File: config.mk
export PLATFORM = sky130hd
export DESIGN_NAME = dslope_seq
export DESIGN_NICKNAME = d
export VERILOG_FILES = /design/src/rtl/dslope_seq.sv
export SDC_FILE = /design/constraint.sdc
export NUM_CORES = 1
export LEC_CHECK = 0
export ABC_AREA = 1
export CORE_ASPECT_RATIO = 1.1
export CORE_MARGIN = 5
export CORE_UTILIZATION = 56
export DETAILED_ROUTE_END_ITERATION = 10
export GPL_TIMING_DRIVEN = 0
export HOLD_SLACK_MARGIN = 0.05
export MAX_ROUTING_LAYER = met4
export PLACE_DENSITY_LB_ADDON = 0.25
export SYNTH_ARGS = -nofsm -noshare
export SYNTH_HDL_FRONTEND = slang
export SYNTH_SLANG_ARGS = --single-unit
File: constraint.sdc
create_clock -name clk -period 3.2 [get_ports clk]
set_input_delay 0.64 -clock clk [delete_from_list [all_inputs] [get_ports clk]]
set_output_delay 0.64 -clock clk [all_outputs]
set_load 0.005 [all_outputs]
File: src/rtl/dslope_seq.sv
module dslope_seq #(
  parameter int N_BITS = 8
) (
  input  logic              clk,
  input  logic              rst_n,
  input  logic              start_i,
  input  logic              cmp_i,
  output logic [1:0]        sel_o,
  output logic              az_o,
  output logic [N_BITS-1:0] result_o,
  output logic              eoc_o,
  output logic              ovr_o
);

  localparam logic [1:0] SEL_GND = 2'b00;
  localparam logic [1:0] SEL_SIG = 2'b01;
  localparam logic [1:0] SEL_REF = 2'b10;

  typedef enum logic [1:0] {ST_ZERO, ST_INT, ST_DEINT} st_t;

  st_t              st;
  logic [N_BITS-1:0] cnt;
  logic [2:0]       cmp_sync;

  wire at_top   = &cnt;
  wire cmp_edge = cmp_sync[1] ^ cmp_sync[2];

  always_ff @(posedge clk or negedge rst_n) begin
    if (!rst_n) cmp_sync <= '0;
    else        cmp_sync <= {cmp_sync[1:0], cmp_i};
  end

  always_ff @(posedge clk or negedge rst_n) begin
    if (!rst_n) begin
      st       <= ST_ZERO;
      cnt      <= '0;
      result_o <= '0;
      eoc_o    <= 1'b0;
      ovr_o    <= 1'b0;
    end else begin
      case (st)
        ST_ZERO: begin
          if (start_i) begin
            st    <= ST_INT;
            cnt   <= '0;
            eoc_o <= 1'b0;
            ovr_o <= 1'b0;
          end
        end
        ST_INT: begin
          cnt <= cnt + 1'b1;
          if (at_top) st <= ST_DEINT;
        end
        ST_DEINT: begin
          if (cmp_edge) begin
            result_o <= cnt;
            eoc_o    <= 1'b1;
            st       <= ST_ZERO;
          end else if (at_top) begin
            result_o <= '1;
            ovr_o    <= 1'b1;
            eoc_o    <= 1'b1;
            st       <= ST_ZERO;
          end else begin
            cnt <= cnt + 1'b1;
          end
        end
        default: st <= ST_ZERO;
      endcase
    end
  end

  assign az_o = (st == ST_ZERO);

  always_comb begin
    case (st)
      ST_INT:   sel_o = SEL_SIG;
      ST_DEINT: sel_o = SEL_REF;
      default:  sel_o = SEL_GND;
    endcase
  end

endmodule

==> reports/qor.csv <==
stage,metric,value,unit
final_layout,post-route insts no fill,191,
routing,residual DRC count,0,
sta,RSZ-0062 raised after global routing,no,
yosys,ranking of synthesized cells by area,"dfrtp_1 (50%), nand2_1 (12%), inv_1 (8.4%)",
floorplanning,die width,53.37,um
clock_network,CTS root buf,clkbuf_4,
clock_network,CTS tree,yes,
floorplanning,Core Region,1999,um^2
routing,Post-DRT Antenna Nets,0,
clock_network,CTS H-tree depth,1,
place,placement-stage worst setup slack,1203,ps
final_layout,multi-input logic area,470.5,um^2
clock_network,Clock Tree Buf Depth,2,
final_layout,Nets,173,
sta,count of final setup violators,0,
yosys,register bit total from synthesis,23,
floorplanning,placement row count,17,
floorplanning,IO Pins,17,
clock_network,Clock Sinks,23,
clock_network,postcts setup bufs,0,
clock_network,worst-skew pair later-pin latency,310,ps
routing,DR vias/cell,5.283,
global_route,global-route wire length before repair,4195,um
yosys,synth unique cells,17,
final_layout,layout cells sized above 1,5.521,%
sta,Final WS setup,843.0,ps
setup_path,Startpoint Class,register,
yosys,Post-Synthesis Cells,143,
worst_hold_path,Hold Crit Class,register to register,
yosys,syn_area_per_cell,8.102,um^2
final_layout,Area Overhead vs Synth,19.11,%
sta,setup TNS,0,ps
setup_path,Worst Path Arrival,1720,ps
pwr,maximum VDD drop,0.4962,mV
yosys,most common cell in the netlist,nand2_1,
sta,Final period util,73.66,%
setup_path,FF-to-FF setup slack,1580,ps
global_route,grt total ovfl,0,
sta,crit path time final,2357,ps
global_route,Total GRT Usage,18.80,%
yosys,Most used DFF post-synth,dfrtp_1,
sta,Max Slew Vio Count,0,
global_route,vias in the first global route,1041,
yosys,"area leader, netlist",dfrtp_1,
sta,"Hold Vio Cnt, Final",0,
sta,Hold WS,365.9,ps
yosys,top-area cell type share of the netlist area,49.68,%
yosys,Syn Std Cell Area,1159,um^2
job,# Max-Cap Violations,0,
final_layout,FILL cells,183,
run_status,status,finished clean,
final_layout,Seq. cell area,575.6,um^2
final_layout,ANT cells,0,
floorplanning,die area,3080,um^2
yosys,ys async rst share,100.0,%
routing,wire length per cell,12.51,um
routing,initial DRC count,25,
sta,Rel. slew slack,36.01,%
global_route,pin count of the biggest net entering global routing,24,
clock_network,post-cts hold buffer count,0,
routing,DRT Pass-1 Iters,4,
setup_path,CP max FO,7,
floorplanning,Starting Density,57.95,%
clock_network,clock-pin slew on the worst setup and hold paths,120,ps
pwr,Pleak,0.6904,nW
yosys,sequential share of the synthesized area,49.68,%
place,port buffer count,16,
sta,Worst-Margin Slew,956.8,ps
routing,total length of routed wires,2389,um
sta,Max Clock Skew,0.9186,ps
setup_path,Critical Path RT,2560,ps
global_route,initial antenna violation count,0,
yosys,YS warnings,0,
place,post-detail-place hpwl,1729,um
yosys,synth cell count leaders,"nand2_1 (38), inv_1 (26), dfrtp_1 (23)",
floorplanning,Die Y,57.71,um
yosys,"EDFF count, synth",0,
pwr,PwrDens,775.7,nW/um^2
clock_network,Inserted Clock Buffers,3,
yosys,Synthesized Nets,152,
place,Final GP Congestion,0.8750,
clock_network,number of gates resized after CTS,0,
setup_path,worst setup path class,register to output port,
routing,DR vias,1009,
sta,fmax,424.3,MHz
setup_path,Worst setup EP type,output port,
place,Placed Cells,187,
-- state kept, by name, indices dropped and copies added (netlist names) --
signal / cells
cmp_sync: 3
cnt: 8
eoc_o: 1
ovr_o: 1
result_o: 8
st: 2
-- final cells by class --
| cell class | count | area share, % |
|---|---|---|
| Tap cell | 28 | 2.539 |
| Multi-Input combinational cell | 92 | 34.09 |
| Buffer | 1 | 0.8160 |
| Clock buffer | 4 | 1.904 |
| Timing Repair Buffer | 16 | 11.60 |
| Inverter | 27 | 7.344 |
| Sequential cell | 23 | 41.70 |
-- path summary, 6_finish.rpt --
kind,from,to,depth (start not counted)
setup / recovery,st[0],sel_o[1],3
hold / removal,cmp_sync[0],cmp_sync[1],0
setup reg to reg,st[0],result_o[3],5
hold reg to reg,cmp_sync[0],cmp_sync[1],0
max in group asynchronous,rst_n,st[1],1
min in group asynchronous,rst_n,st[0],1
-- cells by family after synthesis --
logic type	after synthesis	share of synthesized area [%]
AO/OA/AOI/OAI	22	11.01
adder cells (fa/ha/maj)	5	5.400
buffers and inverters	28	9.719
flip-flops	23	49.68
AND/OR/NAND/NOR	65	24.19
-- per-stage QoR --
| stage | util [%] | power, mW | instance area, um^2 |
|---|---|---|---|
| floorplan | - | 0.7097 | 1159 |
| global placement | 67.71 | 0.9232 | 1354 |
| detailed placement | 67.71 | 0.9429 | 1354 |
| CTS | 69.02 | 1.081 | 1380 |
| global route | 69.02 | 1.162 | 1380 |
| finish | 69.02 | 1.071 | 1380 |
-- worst max-delay path, cell delays in order (launching register included) --
cell             delay (ps)
dfrtp_1                 450
inv_1                   100
ha_1                    300
clkdlybuf4s50_1         550
-- cell usage in the layout (no fill, tap or decap) --
cell | synthesis | layout
a21oi_1 | 4 | 4
a22oi_1 | 7 | 7
buf_6 | 1 | 1
clkbuf_1 | 0 | 1
clkbuf_4 | 0 | 3
clkdlybuf4s50_1 | 0 | 16
dfrtp_1 | 23 | 23
ha_1 | 5 | 5
inv_1 | 26 | 26
inv_2 | 1 | 1
nand2_1 | 38 | 38
nand2_2 | 1 | 1
nand3_1 | 14 | 14
nand3_2 | 1 | 1
nand4_1 | 2 | 2
nor2_1 | 7 | 7
nor2_2 | 1 | 1
o21ai_0 | 10 | 10
o21ai_1 | 1 | 1
or2_2 | 1 | 1
-- routing by layer --
| metal | global-route usage, % | vias up | part of all wire, % |
|---|---|---|---|
| met1 | 22.61 | 453 | 44 |
| met3 | 2.571 | 11 | 6.1 |
| met4 | 11.31 | 0 | 2.8 |
| li1 | - | 495 | - |
| met2 | 29.42 | 50 | 47 |
| met5 | - | - | 0 |
-- power breakdown --
group | total (mW) | leakage [nW] | switching [mW] | internal, mW
combinational | 0.501 | 0.383 | 0.249 | 0.251
clock | 0.133 | 0.0150 | 0.0843 | 0.0488
sequential | 0.437 | 0.292 | 0.0603 | 0.376
Note: power is estimated with default switching activity, not from simulation.
